--- src/rtl/dbf_sched_pkg.sv ---
package dbf_sched_pkg;

    // Geometry of the block grids (blocks per side)
    localparam int LUMA_BLK   = 4;
    localparam int CHROMA_BLK = 2;
    localparam int COL_W      = $clog2(LUMA_BLK);
    localparam int PART_W     = COL_W - 1;
    localparam int INST_W     = 2 * COL_W;
    localparam int LOC_W      = 3;

    typedef logic [LOC_W-1:0] loc_t;

    localparam loc_t LOC_CUR = 3'd0;
    localparam loc_t LOC_NBR = 3'd1;

    // Buffer slot code: 4 + 2*col[0] + rowInPart
    function automatic loc_t buf_loc(input logic col_lsb, input logic sub);
        return {1'b1, col_lsb, sub};
    endfunction

    typedef enum logic [2:0] {
        ST_IDLE,
        ST_VERT,
        ST_HPREV,
        ST_HOWN,
        ST_DONE
    } state_t;

    typedef enum logic [1:0] {
        EK_VERT,
        EK_HPREV,
        EK_HOWN
    } edge_kind_t;

    typedef struct packed {
        logic             horiz;
        logic [COL_W-1:0] col;
        logic [COL_W-1:0] row;
        loc_t             psrc;
        loc_t             qsrc;
        loc_t             pdst;
        loc_t             qdst;
    } edge_cmd_t;

endpackage

--- src/rtl/dbf_inst_walker.sv ---
module dbf_inst_walker
    import dbf_sched_pkg::*;
#(
    parameter int LUMA_N   = LUMA_BLK,
    parameter int CHROMA_N = CHROMA_BLK
) (
    input  logic                        clk,
    input  logic                        rst_n,
    input  logic                        init_i,
    input  logic                        step_i,
    input  logic                        chroma_i,
    output logic [$clog2(LUMA_N)-1:0]   col_o,
    output logic                        sub_o,
    output logic [$clog2(LUMA_N)-2:0]   part_o,
    output logic                        last_col_o,
    output logic                        last_inst_o,
    output logic [2*$clog2(LUMA_N)-1:0] inst_o
);

    localparam int CW = $clog2(LUMA_N);
    localparam int PW = CW - 1;
    localparam logic [CW-1:0] LUMA_LAST   = CW'(LUMA_N - 1);
    localparam logic [CW-1:0] CHROMA_LAST = CW'(CHROMA_N - 1);
    localparam logic [PW-1:0] PART_LAST   = {PW{1'b1}};

    logic [CW-1:0] col_q;
    logic          sub_q;
    logic [PW-1:0] part_q;
    logic          last_part_w;

    // Position counter: row within part, then column, then part
    always_ff @(posedge clk or negedge rst_n) begin
        if (!rst_n) begin
            col_q  <= '0;
            sub_q  <= 1'b0;
            part_q <= '0;
        end else if (init_i) begin
            col_q  <= '0;
            sub_q  <= 1'b0;
            part_q <= '0;
        end else if (step_i) begin
            if (!sub_q) begin
                sub_q <= 1'b1;
            end else begin
                sub_q <= 1'b0;
                if (last_col_o) begin
                    col_q  <= '0;
                    part_q <= part_q + PW'(1);
                end else begin
                    col_q <= col_q + CW'(1);
                end
            end
        end
    end

    always_comb begin
        last_col_o  = (col_q == (chroma_i ? CHROMA_LAST : LUMA_LAST));
        last_part_w = chroma_i || (part_q == PART_LAST);
        last_inst_o = last_col_o && sub_q && last_part_w;
        inst_o      = {part_q, col_q, sub_q};
        col_o       = col_q;
        sub_o       = sub_q;
        part_o      = part_q;
    end

    AST_COL_IN_GRID: assert property (@(posedge clk) disable iff (!rst_n)
        step_i |-> (col_q <= (chroma_i ? CHROMA_LAST : LUMA_LAST)));
    AST_CHROMA_ONE_PART: assert property (@(posedge clk) disable iff (!rst_n)
        (chroma_i && step_i) |-> (part_q == '0));

endmodule

--- src/rtl/dbf_edge_route.sv ---
module dbf_edge_route
    import dbf_sched_pkg::*;
(
    input  edge_kind_t        kind_i,
    input  logic [COL_W-1:0]  col_i,
    input  logic              sub_i,
    input  logic [PART_W-1:0] part_i,
    output edge_cmd_t         cmd_o
);

    logic [COL_W-1:0] edge_col;
    logic [COL_W-1:0] left_col;
    logic             upper_part;

    always_comb begin
        left_col   = col_i - COL_W'(1);
        edge_col   = (kind_i == EK_HPREV) ? left_col : col_i;
        upper_part = (part_i == '0);

        cmd_o      = '0;
        cmd_o.col  = edge_col;
        cmd_o.row  = {part_i, sub_i};

        unique case (kind_i)
            EK_VERT: begin
                // left edge: p from the left block, q is fetched fresh
                cmd_o.horiz = 1'b0;
                cmd_o.psrc  = (col_i == '0) ? LOC_NBR : buf_loc(left_col[0], sub_i);
                cmd_o.pdst  = cmd_o.psrc;
                cmd_o.qsrc  = LOC_CUR;
                cmd_o.qdst  = buf_loc(col_i[0], sub_i);
            end
            default: begin
                // top edge of block edge_col
                cmd_o.horiz = 1'b1;
                if (!sub_i) begin
                    cmd_o.psrc = upper_part ? LOC_NBR : LOC_CUR;
                    cmd_o.pdst = cmd_o.psrc;
                    cmd_o.qsrc = buf_loc(edge_col[0], 1'b0);
                    cmd_o.qdst = cmd_o.qsrc;
                end else begin
                    // both blocks of the column complete for this part
                    cmd_o.psrc = buf_loc(edge_col[0], 1'b0);
                    cmd_o.qsrc = buf_loc(edge_col[0], 1'b1);
                    cmd_o.pdst = LOC_CUR;
                    cmd_o.qdst = LOC_CUR;
                end
            end
        endcase
    end

endmodule

--- src/rtl/dbf_edge_sched.sv ---
module dbf_edge_sched
    import dbf_sched_pkg::*;
(
    input  logic              clk,
    input  logic              rst_n,
    input  logic              start_i,
    input  logic              chroma_i,
    input  logic              cmd_ready_i,
    output logic              busy_o,
    output logic              done_o,
    output logic              cmd_valid_o,
    output logic              cmd_horiz_o,
    output logic [COL_W-1:0]  cmd_col_o,
    output logic [COL_W-1:0]  cmd_row_o,
    output logic [INST_W-1:0] cmd_inst_o,
    output logic [LOC_W-1:0]  cmd_psrc_o,
    output logic [LOC_W-1:0]  cmd_qsrc_o,
    output logic [LOC_W-1:0]  cmd_pdst_o,
    output logic [LOC_W-1:0]  cmd_qdst_o
);

    state_t            state_q, state_d;
    logic              chroma_q;
    logic              init_w, step_w, accept_w;
    edge_kind_t        kind_w;
    edge_cmd_t         cmd_w;
    logic [COL_W-1:0]  walk_col;
    logic              walk_sub;
    logic [PART_W-1:0] walk_part;
    logic              walk_last_col, walk_last_inst;
    logic [INST_W-1:0] walk_inst;

    dbf_inst_walker #(
        .LUMA_N   (LUMA_BLK),
        .CHROMA_N (CHROMA_BLK)
    ) u_walker (
        .clk         (clk),
        .rst_n       (rst_n),
        .init_i      (init_w),
        .step_i      (step_w),
        .chroma_i    (chroma_q),
        .col_o       (walk_col),
        .sub_o       (walk_sub),
        .part_o      (walk_part),
        .last_col_o  (walk_last_col),
        .last_inst_o (walk_last_inst),
        .inst_o      (walk_inst)
    );

    dbf_edge_route u_route (
        .kind_i (kind_w),
        .col_i  (walk_col),
        .sub_i  (walk_sub),
        .part_i (walk_part),
        .cmd_o  (cmd_w)
    );

    // State register
    always_ff @(posedge clk or negedge rst_n) begin
        if (!rst_n) state_q <= ST_IDLE;
        else        state_q <= state_d;
    end

    // Grid selection captured at start only
    always_ff @(posedge clk or negedge rst_n) begin
        if (!rst_n)                           chroma_q <= 1'b0;
        else if (state_q == ST_IDLE && start_i) chroma_q <= chroma_i;
    end

    // Transitions
    always_comb begin
        state_d = state_q;
        init_w  = 1'b0;
        step_w  = 1'b0;
        unique case (state_q)
            ST_IDLE: begin
                if (start_i) begin
                    state_d = ST_VERT;
                    init_w  = 1'b1;
                end
            end
            ST_VERT: begin
                if (accept_w) begin
                    if (walk_col != '0) begin
                        state_d = ST_HPREV;
                    end else if (walk_last_inst) begin
                        state_d = ST_DONE;
                    end else begin
                        state_d = ST_VERT;
                        step_w  = 1'b1;
                    end
                end
            end
            ST_HPREV: begin
                if (accept_w) begin
                    if (walk_last_col) begin
                        state_d = ST_HOWN;
                    end else if (walk_last_inst) begin
                        state_d = ST_DONE;
                    end else begin
                        state_d = ST_VERT;
                        step_w  = 1'b1;
                    end
                end
            end
            ST_HOWN: begin
                if (accept_w) begin
                    if (walk_last_inst) begin
                        state_d = ST_DONE;
                    end else begin
                        state_d = ST_VERT;
                        step_w  = 1'b1;
                    end
                end
            end
            ST_DONE: state_d = ST_IDLE;
            default: state_d = ST_IDLE;
        endcase
    end

    // Outputs
    always_comb begin
        cmd_valid_o = 1'b0;
        busy_o      = 1'b1;
        done_o      = 1'b0;
        kind_w      = EK_VERT;
        unique case (state_q)
            ST_IDLE:  busy_o = 1'b0;
            ST_VERT:  begin cmd_valid_o = 1'b1; kind_w = EK_VERT;  end
            ST_HPREV: begin cmd_valid_o = 1'b1; kind_w = EK_HPREV; end
            ST_HOWN:  begin cmd_valid_o = 1'b1; kind_w = EK_HOWN;  end
            ST_DONE:  done_o = 1'b1;
            default:  busy_o = 1'b0;
        endcase
        accept_w    = cmd_valid_o && cmd_ready_i;
        cmd_horiz_o = cmd_w.horiz;
        cmd_col_o   = cmd_w.col;
        cmd_row_o   = cmd_w.row;
        cmd_inst_o  = walk_inst;
        cmd_psrc_o  = cmd_w.psrc;
        cmd_qsrc_o  = cmd_w.qsrc;
        cmd_pdst_o  = cmd_w.pdst;
        cmd_qdst_o  = cmd_w.qdst;
    end

    AST_HOLD_STALL: assert property (@(posedge clk) disable iff (!rst_n)
        (cmd_valid_o && !cmd_ready_i) |=> (cmd_valid_o && $stable(cmd_w) && $stable(cmd_inst_o)));
    AST_DONE_SINGLE: assert property (@(posedge clk) disable iff (!rst_n)
        done_o |=> !done_o);
    AST_DONE_AFTER_ACCEPT: assert property (@(posedge clk) disable iff (!rst_n)
        done_o |-> $past(cmd_valid_o && cmd_ready_i));
    AST_PQ_DISTINCT: assert property (@(posedge clk) disable iff (!rst_n)
        cmd_valid_o |-> (cmd_psrc_o != cmd_qsrc_o));
    AST_IDLE_QUIET: assert property (@(posedge clk) disable iff (!rst_n)
        !busy_o |-> (!cmd_valid_o && !done_o));
    AST_INST_BOUND: assert property (@(posedge clk) disable iff (!rst_n)
        cmd_valid_o |-> (int'(cmd_inst_o) < (chroma_q ? CHROMA_BLK*CHROMA_BLK : LUMA_BLK*LUMA_BLK)));

endmodule

--- config.mk ---
export PLATFORM = sky130hd
export DESIGN_NAME = dbf_edge_sched
export DESIGN_NICKNAME = d
export VERILOG_FILES = /design/src/rtl/dbf_sched_pkg.sv /design/src/rtl/dbf_inst_walker.sv /design/src/rtl/dbf_edge_route.sv /design/src/rtl/dbf_edge_sched.sv
export SDC_FILE = /design/constraint.sdc
export NUM_CORES = 1
export LEC_CHECK = 0
export BUFFER_PORTS_ARGS = -buffer_cell sky130_fd_sc_hd__buf_2
export CORE_MARGIN = 3
export CORE_UTILIZATION = 49
export CTS_CLUSTER_SIZE = 20
export DETAILED_ROUTE_END_ITERATION = 6
export MAX_ROUTING_LAYER = met4
export PLACE_DENSITY_LB_ADDON = 0.05
export SLEW_MARGIN = 20
export SYNTH_ARGS = -nofsm -noshare
export SYNTH_HDL_FRONTEND = slang
export SYNTH_SLANG_ARGS = --single-unit
export TNS_END_PERCENT = 100
--- constraint.sdc ---
create_clock -name clk -period 4.69 [get_ports clk]
set_input_delay 0.469 -clock clk [delete_from_list [all_inputs] [get_ports clk]]
set_output_delay 0.469 -clock clk [all_outputs]
set_load 0.05 [all_outputs]
==> results.py <==
metrics = {
    "run_status": {
        "status": "finished clean",
    },
    "sta": {
        "slew_headroom_pct": 68.6,
        "finalSetupViolations": 0,
        "clock_skew_ns": 0.00224,
        "worstMarginPinSlew_ns": 0.465,
        "fin_crit_ns": 2.16,
        "drv_slew": 0,
        "fin_tns_setup_ns": 0,
        "hold_viol": 0,
        "max_freq_ghz": 0.463,
        "grt_setup_unrepaired": "no",
        "period_share_pct": 46.1,
    },
    "worst_setup_path": {
        "start_kind": "register",
        "crit_type": "register to output port",
        "cp.arrival_ns": 1.69,
        "crit_fanout": 9,
        "cp.required_ns": 4.22,
        "crit_path_end_kind": "output port",
    },
    "grt": {
        "antenna_found_initial": 0,
        "grt_pass1_vias": 489,
        "grt-ovfl-total": 0,
        "grt_pass1_wl_um": 2210,
        "grt_start_max_net_pins": 12,
        "grt_use_total_pct": 16.0,
    },
    "clock_network": {
        "insertion_delay_ns": 0.25,
        "cts_buffers": 3,
        "clockBufferDepth": 2,
        "cts_htree_levels": 1,
        "numClockSinks": 8,
        "post_cts_buffers": 0,
        "hold_buffers": 0,
        "cts.clk_slew.worst_paths_ns": 0.05,
        "cts_root_buf": "clkbuf_4",
        "cts_tree": "built",
        "cts_resized": 0,
    },
    "synth": {
        "postSynthCellCount": 80,
        "synth_edf_count": 0,
        "yosysWarnings": 0,
        "synth-seq-area-share_pct": 28.8,
        "syn_area_per_cell_sq_um": 8.68,
        "syn_area_sq_um": 694,
        "ys.flop_type": "dfrtp_1",
        "async_reset_ff_share_pct": 100,
        "synth_seq_cells": 8,
        "synth_nets": 87,
        "yosysUniqueCellTypes": 35,
    },
    "floorplanning": {
        "io_pins": 29,
        "start_util_pct": 57.1,
        "core_area_sq_um": 1220,
        "rows": 12,
        "die_y_um": 43.6,
        "die_x_um": 43.6,
        "die_area_sq_um": 1900,
    },
    "placement": {
        "hpwl_um": 1120,
        "dp_cells": 111,
        "place_congestion": 0.814,
        "port-buffer-count": 28,
    },
    "layout": {
        "n_antenna_cell": 0,
        "final_cell_mix": "buf_2, nand2_1, dfrtp_1, nor2_1",
        "fin_cells": 114,
        "drive_gt1_share_pct": 38.0,
        "area_delta_synth_final_pct": 14.2,
        "layout_commonest_cell": "buf_2",
        "final_net_count": 109,
    },
    "detailed_routing": {
        "drt_iter0_drc": 3,
        "totalWireLength_um": 1390,
        "first_pass_iters": 4,
        "drc": 0,
        "via_count": 604,
        "wl_per_cell_um": 12.2,
        "ant_nets": 0,
        "vias_per_cell": 5.30,
    },
    "worst_hold_path": {
        "min_path_type": "primary input to asynchronous set/reset pin",
    },
    "job": {
        "cap_viol_max_count": 0,
    },
}
## through the flow
step	hold slack [ns]	utilization [%]	area [sq um]	worst slack (ns)
floorplan	0.173	-	694	1.78
global placement	0.324	63.4	771	2.79
detailed placement	0.329	63.4	771	2.80
CTS	0.0565	65.2	793	2.53
global route	0.0461	65.2	793	2.44
finish	0.0498	65.2	793	2.53
## routing by layer
metal	vias up	share of wire, %	GRT usage, %
met5	-	0	-
met2	28	41	23.3
met3	2	10	4.15
met4	0	1.1	7.23
met1	262	47	20.7
li1	312	-	-
## flip-flops by register name, indices dropped and copies added, names as in the netlist
signal / cells
state_q: 3
u_walker.col_o: 2
chroma_q: 1
u_walker.part_o: 1
u_walker.sub_o: 1
## final timing paths
kind	start	slack, ns	to	cells past startpoint
hold / removal	rst_n	0.05	state_q[0]	1
max in group asynchronous	rst_n	4.47	u_walker.sub_o	1
setup / recovery	u_walker.col_o[0]	2.53	cmd_pdst_o[0]	4
setup reg to reg	u_walker.col_o[0]	2.88	u_walker.part_o	6
min in group clk	chroma_i	0.41	chroma_q	3
hold reg to reg	chroma_q	0.56	chroma_q	2
## worst max-delay path, cell delays in order, from the launching register on
cell and delay, ns:
dfrtp_1 0.51, inv_1 0.11, ha_1 0.30, o31a_1 0.31, buf_2 0.21
## cell usage after synthesis (all sizes together) (2+ instances only)
master | n | area, sq um
a311oi | 2 | 23.8
and2 | 3 | 18.8
buf | 10 | 77.6
dfrtp | 8 | 200
ha | 2 | 25.0
inv | 5 | 18.8
mux2i | 3 | 30.0
nand2 | 12 | 45.0
nand2b | 2 | 12.5
nand3 | 2 | 22.5
nor2 | 6 | 22.5
nor2b | 2 | 12.5
nor4b | 2 | 17.5
o21ai | 5 | 25.0
xnor2 | 2 | 17.5
## cell type report
type	instances	area [sq um]
sequential	8	200
tap	14	17.5
timing repair buffer	28	140
inverter	5	18.8
multi-input combinational	56	394
fill	115	423
clock buffer	3	22.5
## logic make-up (layout without fill, tap and decap cells)
kind of cell	count (synthesis)	after routing	share of synthesized area [%]
flip-flops	8	8	28.8
buffers and inverters	16	36	14.4
multiplexers	3	3	4.32
XOR/XNOR	3	3	3.78
AO/OA/AOI/OAI	15	15	17.5
AND/OR/NAND/NOR	33	33	27.6
adder cells (fa/ha/maj)	2	2	3.60
Power is not shown: default switching activity piles up to over one toggle a cycle in this logic, so the estimate is an artifact.
